$ cat config.mk
export PLATFORM = sky130hd
export DESIGN_NAME = sdram_pwrup_seq
export DESIGN_NICKNAME = d
export VERILOG_FILES = /design/src/rtl/sdinit_pkg.sv /design/src/rtl/seq_rst_sync.sv /design/src/rtl/seq_wait_timer.sv /design/src/rtl/seq_mode_word.sv /design/src/rtl/seq_cmd_pins.sv /design/src/rtl/sdram_pwrup_seq.sv
export SDC_FILE = /design/constraint.sdc
export NUM_CORES = 1
export LEC_CHECK = 0
export CAP_MARGIN = 15
export CORE_MARGIN = 1.5
export CORE_UTILIZATION = 49
export DETAILED_ROUTE_END_ITERATION = 16
export DONT_BUFFER_PORTS = 1
export HOLD_SLACK_MARGIN = 0.1
export PLACE_DENSITY = 0.68
export SYNTH_ARGS = -nofsm -noshare
export SYNTH_HDL_FRONTEND = slang
export SYNTH_SLANG_ARGS = --single-unit
export TNS_END_PERCENT = 30
$ cat constraint.sdc
create_clock -name clk -period 1.85 [get_ports clk]
set_input_delay 0.2775 -clock clk [delete_from_list [all_inputs] [get_ports clk]]
set_output_delay 0.2775 -clock clk [all_outputs]
set_load 0.01 [all_outputs]
$ cat src/rtl/sdinit_pkg.sv
package sdinit_pkg;

  typedef enum logic [2:0] {
    CMD_NORMAL  = 3'd0,
    CMD_NOP     = 3'd1,
    CMD_PALL    = 3'd2,
    CMD_MODESET = 3'd3,
    CMD_AUTOREF = 3'd4
  } cmd_code_e;

  typedef enum logic [3:0] {
    ST_IDLE,
    ST_SETTLE,
    ST_NOP,
    ST_NOP_WAIT,
    ST_PALL,
    ST_PALL_WAIT,
    ST_AREF,
    ST_AREF_WAIT,
    ST_MSET,
    ST_MSET_WAIT,
    ST_NORMAL,
    ST_READY
  } seq_state_e;

  // Controller command mode held in each state
  function automatic cmd_code_e state_code(input seq_state_e st);
    case (st)
      ST_PALL, ST_PALL_WAIT:   state_code = CMD_PALL;
      ST_AREF, ST_AREF_WAIT:   state_code = CMD_AUTOREF;
      ST_MSET, ST_MSET_WAIT:   state_code = CMD_MODESET;
      ST_NORMAL, ST_READY:     state_code = CMD_NORMAL;
      default:                 state_code = CMD_NOP;
    endcase
  endfunction

  function automatic logic is_issue_state(input seq_state_e st);
    is_issue_state = (st == ST_NOP) || (st == ST_PALL) ||
                     (st == ST_AREF) || (st == ST_MSET);
  endfunction

  function automatic logic is_wait_state(input seq_state_e st);
    is_wait_state = (st == ST_SETTLE) || (st == ST_NOP_WAIT) ||
                    (st == ST_PALL_WAIT) || (st == ST_AREF_WAIT) ||
                    (st == ST_MSET_WAIT);
  endfunction

endpackage

$ cat src/rtl/seq_rst_sync.sv
module seq_rst_sync (
  input  logic clk,
  input  logic rst_n,
  output logic rst_n_sync
);
  logic [1:0] sync_q;

  always_ff @(posedge clk or negedge rst_n) begin
    if (!rst_n) sync_q <= 2'b00;
    else        sync_q <= {sync_q[0], 1'b1};
  end

  assign rst_n_sync = sync_q[1];
endmodule

$ cat src/rtl/seq_wait_timer.sv
module seq_wait_timer #(
  parameter int CNT_W = 16
) (
  input  logic             clk,
  input  logic             rst_n,
  input  logic             load_i,
  input  logic [CNT_W-1:0] val_i,
  input  logic             run_i,
  output logic             zero_o
);
  logic [CNT_W-1:0] cnt_q, cnt_d;
  logic             cnt_en;

  always_comb begin
    cnt_en = 1'b0;
    cnt_d  = cnt_q;
    if (load_i) begin
      cnt_en = 1'b1;
      cnt_d  = val_i;
    end else if (run_i && (cnt_q != '0)) begin
      cnt_en = 1'b1;
      cnt_d  = cnt_q - 1'b1;
    end
  end

  always_ff @(posedge clk or negedge rst_n) begin
    if (!rst_n)      cnt_q <= '0;
    else if (cnt_en) cnt_q <= cnt_d;
  end

  assign zero_o = (cnt_q == '0);

  // a running count only moves downward by one per cycle
  assert_timer_step_R5: assert property (@(posedge clk) disable iff (!rst_n)
    (run_i && !load_i && !zero_o) |=> (cnt_q == $past(cnt_q) - 1'b1));
endmodule

$ cat src/rtl/seq_mode_word.sv
module seq_mode_word #(
  parameter int         ADDR_W           = 16,
  parameter int         MODE_SHIFT       = 3,
  parameter logic [2:0] BURST_LEN        = 3'b010,
  parameter logic       BURST_INTERLEAVE = 1'b1,
  parameter logic       WRITE_SINGLE     = 1'b0
) (
  input  logic [1:0]        cas_lat_i,
  output logic [ADDR_W-1:0] mset_addr_o
);
  localparam int MODE_W = 12;

  logic [2:0]        cas_field;
  logic [MODE_W-1:0] mode_word;

  always_comb begin
    cas_field = (cas_lat_i == 2'd2) ? 3'b010 : 3'b011;
    mode_word = {2'b00, WRITE_SINGLE, 2'b00, cas_field, BURST_INTERLEAVE, BURST_LEN};
  end

  assign mset_addr_o = ADDR_W'(mode_word) << MODE_SHIFT;
endmodule

$ cat src/rtl/seq_cmd_pins.sv
module seq_cmd_pins
  import sdinit_pkg::*;
(
  input  cmd_code_e code_i,
  input  logic      issue_i,
  output logic      cs_n_o,
  output logic      ras_n_o,
  output logic      cas_n_o,
  output logic      we_n_o
);
  logic [3:0] pins;

  always_comb begin
    pins = 4'b1111;
    if (issue_i) begin
      case (code_i)
        CMD_NOP:     pins = 4'b0111;
        CMD_PALL:    pins = 4'b0010;
        CMD_AUTOREF: pins = 4'b0001;
        CMD_MODESET: pins = 4'b0000;
        default:     pins = 4'b1111;
      endcase
    end
  end

  assign {cs_n_o, ras_n_o, cas_n_o, we_n_o} = pins;
endmodule

$ cat src/rtl/sdram_pwrup_seq.sv
module sdram_pwrup_seq
  import sdinit_pkg::*;
#(
  parameter int         CLK_MHZ          = 100,
  parameter int         SETTLE_US        = 200,
  parameter int         NOP_GAP_CYC      = 200,
  parameter int         TRP_CYC          = 3,
  parameter int         TRC_CYC          = 7,
  parameter int         MSET_GAP_CYC     = 2,
  parameter int         AREF_COUNT       = 8,
  parameter int         ADDR_W           = 16,
  parameter logic [2:0] BURST_LEN        = 3'b010,
  parameter logic       BURST_INTERLEAVE = 1'b1,
  parameter logic       WRITE_SINGLE     = 1'b0
) (
  input  logic              clk,
  input  logic              rst_n,
  input  logic              start_i,
  input  logic [1:0]        cas_lat_i,
  output logic [2:0]        cmd_code_o,
  output logic              cmd_issue_o,
  output logic              cs_n_o,
  output logic              ras_n_o,
  output logic              cas_n_o,
  output logic              we_n_o,
  output logic [ADDR_W-1:0] addr_o,
  output logic              refresh_en_o,
  output logic              init_done_o
);
  localparam int MODE_SHIFT = 3;
  localparam int SETTLE_CYC = CLK_MHZ * SETTLE_US;
  localparam int MAX_A      = (SETTLE_CYC > NOP_GAP_CYC) ? SETTLE_CYC : NOP_GAP_CYC;
  localparam int MAX_B      = (TRP_CYC > TRC_CYC) ? TRP_CYC : TRC_CYC;
  localparam int MAX_C      = (MAX_B > MSET_GAP_CYC) ? MAX_B : MSET_GAP_CYC;
  localparam int WAIT_MAX   = (MAX_A > MAX_C) ? MAX_A : MAX_C;
  localparam int CNT_W      = $clog2(WAIT_MAX + 1);
  localparam int AREF_W     = $clog2(AREF_COUNT + 1);

  logic        rst_n_s;
  seq_state_e  st_q, st_d;
  logic [AREF_W-1:0] aref_q, aref_d;
  logic        aref_en;
  logic [1:0]  cas_q;
  logic        cas_en;
  logic        tmr_load, tmr_zero, tmr_run;
  logic [CNT_W-1:0] tmr_val;
  logic        ref_en_q, ref_en_set;
  logic [ADDR_W-1:0] mset_addr;
  cmd_code_e   code;

  seq_rst_sync u_rst_sync (
    .clk        (clk),
    .rst_n      (rst_n),
    .rst_n_sync (rst_n_s)
  );

  seq_wait_timer #(.CNT_W(CNT_W)) u_timer (
    .clk    (clk),
    .rst_n  (rst_n_s),
    .load_i (tmr_load),
    .val_i  (tmr_val),
    .run_i  (tmr_run),
    .zero_o (tmr_zero)
  );

  seq_mode_word #(
    .ADDR_W           (ADDR_W),
    .MODE_SHIFT       (MODE_SHIFT),
    .BURST_LEN        (BURST_LEN),
    .BURST_INTERLEAVE (BURST_INTERLEAVE),
    .WRITE_SINGLE     (WRITE_SINGLE)
  ) u_mode (
    .cas_lat_i   (cas_q),
    .mset_addr_o (mset_addr)
  );

  // Next-state logic
  always_comb begin
    st_d       = st_q;
    tmr_load   = 1'b0;
    tmr_val    = '0;
    aref_en    = 1'b0;
    aref_d     = aref_q;
    cas_en     = 1'b0;
    ref_en_set = 1'b0;
    tmr_run    = is_wait_state(st_q);
    case (st_q)
      ST_IDLE: if (start_i) begin
        st_d     = ST_SETTLE;
        tmr_load = 1'b1;
        tmr_val  = CNT_W'(SETTLE_CYC - 1);
        cas_en   = 1'b1;
      end
      ST_SETTLE:   if (tmr_zero) st_d = ST_NOP;
      ST_NOP: begin
        st_d     = ST_NOP_WAIT;
        tmr_load = 1'b1;
        tmr_val  = CNT_W'(NOP_GAP_CYC - 1);
      end
      ST_NOP_WAIT: if (tmr_zero) st_d = ST_PALL;
      ST_PALL: begin
        st_d     = ST_PALL_WAIT;
        tmr_load = 1'b1;
        tmr_val  = CNT_W'(TRP_CYC - 1);
      end
      ST_PALL_WAIT: if (tmr_zero) begin
        st_d    = ST_AREF;
        aref_en = 1'b1;
        aref_d  = '0;
      end
      ST_AREF: begin
        st_d     = ST_AREF_WAIT;
        tmr_load = 1'b1;
        tmr_val  = CNT_W'(TRC_CYC - 1);
        aref_en  = 1'b1;
        aref_d   = aref_q + 1'b1;
      end
      ST_AREF_WAIT: if (tmr_zero) begin
        st_d = (aref_q == AREF_W'(AREF_COUNT)) ? ST_MSET : ST_AREF;
      end
      ST_MSET: begin
        st_d     = ST_MSET_WAIT;
        tmr_load = 1'b1;
        tmr_val  = CNT_W'(MSET_GAP_CYC - 1);
      end
      ST_MSET_WAIT: if (tmr_zero) st_d = ST_NORMAL;
      ST_NORMAL: begin
        st_d       = ST_READY;
        ref_en_set = 1'b1;
      end
      default: st_d = ST_READY;
    endcase
  end

  // Registers
  always_ff @(posedge clk or negedge rst_n_s) begin
    if (!rst_n_s) st_q <= ST_IDLE;
    else          st_q <= st_d;
  end

  always_ff @(posedge clk or negedge rst_n_s) begin
    if (!rst_n_s)     aref_q <= '0;
    else if (aref_en) aref_q <= aref_d;
  end

  always_ff @(posedge clk or negedge rst_n_s) begin
    if (!rst_n_s)    cas_q <= 2'd3;
    else if (cas_en) cas_q <= cas_lat_i;
  end

  always_ff @(posedge clk or negedge rst_n_s) begin
    if (!rst_n_s)        ref_en_q <= 1'b0;
    else if (ref_en_set) ref_en_q <= 1'b1;
  end

  // Outputs decoded from registered state
  assign code        = state_code(st_q);
  assign cmd_code_o  = code;
  assign cmd_issue_o = is_issue_state(st_q);
  assign addr_o      = (st_q == ST_MSET) ? mset_addr : '0;
  assign init_done_o = (st_q == ST_READY);
  assign refresh_en_o = ref_en_q;

  seq_cmd_pins u_pins (
    .code_i  (code),
    .issue_i (cmd_issue_o),
    .cs_n_o  (cs_n_o),
    .ras_n_o (ras_n_o),
    .cas_n_o (cas_n_o),
    .we_n_o  (we_n_o)
  );

  assert_code_legal_R9: assert property (@(posedge clk) disable iff (!rst_n_s)
    cmd_code_o <= 3'd4);

  assert_select_match_R9: assert property (@(posedge clk) disable iff (!rst_n_s)
    cmd_issue_o == !cs_n_o);

  assert_mset_addr_R7: assert property (@(posedge clk) disable iff (!rst_n_s)
    (cmd_issue_o && (cmd_code_o == 3'd3)) |->
      ((addr_o == ADDR_W'(16'h1D0)) || (addr_o == ADDR_W'(16'h150))));

  assert_addr_quiet_R7: assert property (@(posedge clk) disable iff (!rst_n_s)
    !(cmd_issue_o && (cmd_code_o == 3'd3)) |-> (addr_o == '0));

  assert_refresh_quiet_R10: assert property (@(posedge clk) disable iff (!rst_n_s)
    refresh_en_o |-> (!cmd_issue_o && (cmd_code_o == 3'd0)));

  assert_done_sticky_R10: assert property (@(posedge clk) disable iff (!rst_n_s)
    init_done_o |=> (init_done_o && refresh_en_o));

  assert_aref_bound_R5: assert property (@(posedge clk) disable iff (!rst_n_s)
    aref_q <= AREF_W'(AREF_COUNT));

  assert_cas_held_R11: assert property (@(posedge clk) disable iff (!rst_n_s)
    (st_q != ST_IDLE) |=> $stable(cas_q));
endmodule

; ---- After elaboration in Yosys (flattened, before gate mapping)
; Memory sizes are Yosys's and may differ from the RTL's.
; Cells that the tools add are included.
[word_totals]
mem_bits_ro = 48
word_cells = 75
mem_count = 1
regBits = 28
out_inout_bits = 26
[op_classes]
n_reduce_logical = 17
n_addsub = 2
n_eq_ne = 23
n_mux = 26
[memory_table]
columns = name, depth, width, rd, rd_clocked_by_memory_dff, write_ports, line
row1 = (name not given), 16, 3, 1, 0, 0, sdinit_pkg.sv:28  ; case (st)
[op_table]
columns = cell, count
row1 = 15-bit case mux with 5 select lines, 1
row2 = 15-bit 2-to-1 mux, 3
row3 = 4-bit case mux with 10 select lines, 1
row4 = 4-bit 2-to-1 mux, 9
row5 = "4-bit == test, second input constant", 5
row6 = "4-bit by 3-bit == test with 1-bit output, second input constant", 4
row7 = 4-bit case mux with 4 select lines, 1
row8 = 15-bit zero test, 1
row9 = 15-bit nonzero test, 1
row10 = "15-bit by 1-bit subtractor with 15-bit output, second input constant", 1
row11 = "2-bit inequality test, second input constant", 6
row12 = 10-bit 2-to-1 mux, 1
row13 = "4-bit by 2-bit == test with 1-bit output, second input constant", 2
row14 = 4-bit case mux with 2 select lines, 1
row15 = 1-bit logical OR, 7
row16 = 1-bit 2-to-1 mux, 7
row17 = "3-bit by 2-bit == test with 1-bit output, second input constant", 2
row18 = 6-bit AND reduction, 1
row19 = "4-bit by 1-bit adder with 4-bit output, second input constant", 1
row20 = "4-bit by 1-bit == test with 1-bit output, second input constant", 1
row21 = 4-bit zero test, 1
row22 = 1-bit case mux with 2 select lines, 2
row23 = 2-bit nonzero test, 2
row24 = 4-bit OR reduction, 1
row25 = 6 further kinds, 6

; ---- Depth between registers and ports, before layout
[depth]
ltp_word = 9
ltp_mapped = 10
ltp_nobuf = 8

; ---- Cells and area by module
; Synthesis repeated with hierarchy kept, for this count alone.
[unflattened]
hier_cells = 232
hier_area_um2 = 2011.9
[by_module_without_submodules]
columns = mod, cells_each, area_each_um2, seq_area_each_um2, n_inst
row1 = seq_wait_timer, 105, 948.4, 375.4, 1
row2 = sdram_pwrup_seq, 98, 827.0, 277.8, 1
row3 = seq_mode_word, 18, 126.4, 0.0, 1
row4 = seq_cmd_pins, 8, 56.3, 0.0, 1
row5 = seq_rst_sync, 3, 53.8, 50.0, 1

; ---- Least setup slack after synthesis
; OpenSTA, ideal clock, no wires.
[synth_path]
path_kind = reg-to-reg
start = reg st_q[2]
end = reg u_timer.cnt_q[9]
setup_time_ns = 0.131
path_slack_ns = -0.348
path_buffers = 1
stages_incl_launch_ff = 9
synth_period_minus_slack_ns = 2.198
t_arrival_ns = 2.067
t_required_ns = 1.719
path_cell_list = dfrtp_1 inv_1 ha_1 nor2b_4 o31ai_2 or4_1 buf_2 and3_1 or3_1
[synth_via]
elab_chain_len = 9
word_cells_on_any_way = 23
[synth_rtl]
columns = item, line
row1 = from (decl), sdram_pwrup_seq.sv:40  ; seq_state_e st_q, st_d;
row2 = from (signal assigned), sdram_pwrup_seq.sv:138  ; else st_q <= st_d;
row3 = 4-bit by 1-bit == test with 1-bit output / 4-bit by 2-bit == test with 1-bit output (equally long branches), sdinit_pkg.sv:43  ; is_wait_state = (st == ST_SETTLE) || (st == ST_NOP_WAIT) ||
row4 = 1-bit logical OR (2 in a row), sdinit_pkg.sv:43
row5 = 1-bit logical OR (2 in a row), sdinit_pkg.sv:44  ; (st == ST_PALL_WAIT) || (st == ST_AREF_WAIT) ||
row6 = 1-bit logical AND, seq_wait_timer.sv:20  ; end else if (run_i && (cnt_q != '0)) begin
row7 = 1-bit 2-to-1 mux, seq_wait_timer.sv:20
row8 = 1-bit 2-to-1 mux, seq_wait_timer.sv:17  ; if (load_i) begin
row9 = 2-bit AND reduction (no source line), n/a
row10 = to (signal assigned), seq_wait_timer.sv:28  ; else if (cnt_en) cnt_q <= cnt_d;
row11 = to (decl), seq_wait_timer.sv:11  ; logic [CNT_W-1:0] cnt_q, cnt_d;
; Several ways; a longest one is shown, not always the timed one.
; A chain may end at the register's enable or synchronous reset.

; ---- Worst setup path in the final report
[layout_path]
start = reg u_timer.cnt_q[1]
end = reg u_timer.cnt_q[9]
[layout_via]
elab_chain_len = 5
word_cells_on_any_way = 9
[layout_rtl]
columns = item
row1 = branches (longest 5 deep; another with 15-bit by 1-bit subtractor with 15-bit output)
; Parallel ways; which one is timed is not known. The select of a mux whose other input is x is not followed.

==> flow_summary.ini <==
[pwr]
pwr-share-seq_pct = 38.1
power_frac_clock_pct = 15.4
p_sw_uw = 887
combPwrFrac_pct = 46.5
finalPower_mw = 2.28
p_leak_nw = 1.04
peakVddDrop_mv = 0.722
p_sw_share_pct = 38.9
powerDensity_nw_per_um2 = 942
p_int_mw = 1.39

[worst_setup_path]
reg2reg_slack_ns = -0.24
crit_path_top_delay_cell = or4_4
worstSetupPathType = flop to flop
path_buf_inv = 1
r2r.worst_path.cells = 6
crit_chain = buf_4, nor3_4, nand3_2, or4_4, and3_1, or3_1
r2r-start = u_timer.cnt_q[1]
slowest_delay_ns = 0.58
crit_arrival_ns = 2.26
r2r-end = u_timer.cnt_q[9]
path_max_fanout = 6
start_kind = flop
crit_family = simple AND/OR/NAND/NOR gates
critPathRequiredTime_ns = 2.02
cp-end-kind = flop

[min_path]
hold-path-cell-count = 2
min_to = cas_q[0]
hold_start = cas_lat_i[0]
hp-class = input port to flop

[job]
maxCapViolCount = 0

[finish]
area_delta_synth_final_pct = 33.4
final_cell_mix = buf_4 (48), dfrtp_1 (25), nand2_1 (22)
drive_gt1_share_pct = 38.4
nets = 267
fin_area_sq_um = 2420
diodes = 0
nFillCells = 255
post-route-util_pct = 70.3
mostFrequentLayoutCell = buf_4

[global_route]
grt_pass1_vias = 1656
grt_pass1_wl_um = 7780
grt_antenna_before_repair = 0
track_usage_pct = 24.3
grt_max_degree = 27
overflow = 0

[cts]
cts_buffers = 3
cts.sinks = 28
h-tree-depth = 1
cts_tree = built
root_buffer = clkbuf_8
insertion_delay_ns = 0.28
cts_buffer_depth = 2
clk_pin_slew_ns = 0.10

[placement]
placement.io_buffers = 0
gp_congestion = 0.845
post-dp-hpwl_um = 3330
postPlaceCellArea_sq_um = 2190

[floorplanning]
core_sq_um = 3440
rows = 21
start_util_pct = 52.7
dieArea_sq_um = 4080
die_x_um = 63.9
pin_count = 31
fp.dieH_um = 63.9

[timing]
worst_slack_ns = -0.240
finalCritPeriodShare_pct = 113
finalHoldViolCount = 0
slew_viol_final = 0
tns_ns = -1.83
skew_ns = 0.00346
min_period_ns = 2.09
rsz0062_at_grt = true
setup_violations = 18
timing.fmax_ghz = 0.478

[detailed_routing]
highest_layer = met4
drc = 0
postRouteAntennaNets = 0
firstDrtPassIters = 4
num_vias = 1784
route.layer.met1.wl_um = 2040
wl_per_cell_um = 16.9
route.met3.wl_um = 367
wl_met2_um = 2530
drt-total-wl_um = 5100
drtIter0Drc = 113
routed_via_density = 5.93

[status]
violations = setup timing
status = finished with violations

[synthesis]
synth_cell_type_count = 51
synth_warnings = 0
synth_area_per_cell_sq_um = 8.81
synth-seq-area-share_pct = 38.8
async_flop_share_pct = 100
synth_cells = 206
ys.flop_type = dfrtp_1
synth_top_area_share_pct = 35.9
synth_edf_count = 0
synth_area_sq_um = 1810
synth_area_leaders = dfrtp_1 (36%), buf_4 (5.8%), nand2_1 (4.8%), ha_1 (4.1%), o21ai_0 (3.6%)
ys_ff_latch = 28
synth_top_cell_by_area = dfrtp_1
[logic make-up (layout without fill, tap and decap cells)]
logic type	Yosys count	in the layout	synth area share, %
xor+xnor	6	6	2.90
fa+ha+maj	6	6	4.14
simple gates	82	82	24.3
mux	4	4	2.41
other cells	2	13	0.414
compound gates	46	46	17.3
buf+inv	32	70	9.72
flops	28	28	38.8
[what timing repair did]
action | 4_1_cts | 5_1_grt
buffers inserted | 1 | 2
hold buffers | 2 | 0
setup endpoints to repair | 26 | 28
resized for setup | 21 | 14
hold endpoints to repair | 3 | 0
pin swaps | 5 | 6
[cell type report]
| type | instances | area (sq um) | share of cell area (%) |
|---|---|---|---|
| clock buffers | 4 | 45.0 | 1.86 |
| inverters | 12 | 50.0 | 2.07 |
| multi-input cells | 157 | 1140 | 47.0 |
| flip-flops and latches | 28 | 704 | 29.1 |
| well taps | 46 | 57.6 | 2.38 |
| repair buffers | 54 | 425 | 17.6 |
[layer usage]
layer	up-vias	GRT usage (%)
li1	815	-
met3	23	2.29
met4	0	9.24
met2	102	41.5
met1	844	31.8
met5	-	0
[through the flow]
stage	setup WS, ns	hold slack, ns	cells
after detailed placement	-0.239	-0.0181	292
after CTS	-0.138	0.120	299
after floorplan	-0.212	-0.0181	217
final	-0.240	0.111	301
after global placement	-0.175	-0.0180	292
after global routing	-0.277	0.110	301
[sequential cells by signal, summed over array words and instances (netlist names)]
| signal | count |
|---|---|
| refresh_en_o | 1 |
| cas_q | 2 |
| aref_q | 4 |
| u_rst_sync.sync_q | 2 |
| u_timer.cnt_q | 15 |
| st_q | 4 |
[power groups by stage]
stage          Sequential [mW]  Combinational [mW]  Clock, mW
4_1_cts                  0.851               0.925      0.349
3_3_place_gp             0.846               0.818          0
3_5_place_dp             0.855               0.846          0
5_1_grt                  0.878                1.14      0.385
2_1_floorplan            0.853               0.517          0
6_report                 0.868                1.06      0.351
[how the worst max path moves through the flow]
stage                                start  cells after the start  slack, ns               end
after global placement    u_timer.cnt_q[1]                      7      -0.18  u_timer.cnt_q[9]
final                     u_timer.cnt_q[1]                      6      -0.24  u_timer.cnt_q[9]
after floorplan                    st_q[2]                      8      -0.21  u_timer.cnt_q[9]
after detailed placement  u_timer.cnt_q[1]                      7      -0.24  u_timer.cnt_q[9]
after global routing      u_timer.cnt_q[1]                      6      -0.28  u_timer.cnt_q[9]
after CTS                          st_q[3]                      7      -0.14           ras_n_o
[cell usage after synthesis (3+ instances only)]
| cell type | number |
|---|---|
| clkbuf_1 | 3 |
| buf_2 | 3 |
| o211ai_1 | 5 |
| mux2_2 | 3 |
| nor4_1 | 4 |
| buf_4 | 14 |
| a211oi_1 | 3 |
| nand2_1 | 23 |
| inv_1 | 11 |
| nor3_1 | 5 |
| nand3_1 | 9 |
| o21ai_0 | 13 |
| and3_1 | 4 |
| a31oi_1 | 6 |
| ha_1 | 6 |
| a21oi_1 | 5 |
| dfrtp_1 | 26 |
| a22o_1 | 3 |
| xnor2_1 | 5 |
| nor2_1 | 16 |
Power figures use the tool's default switching activity.
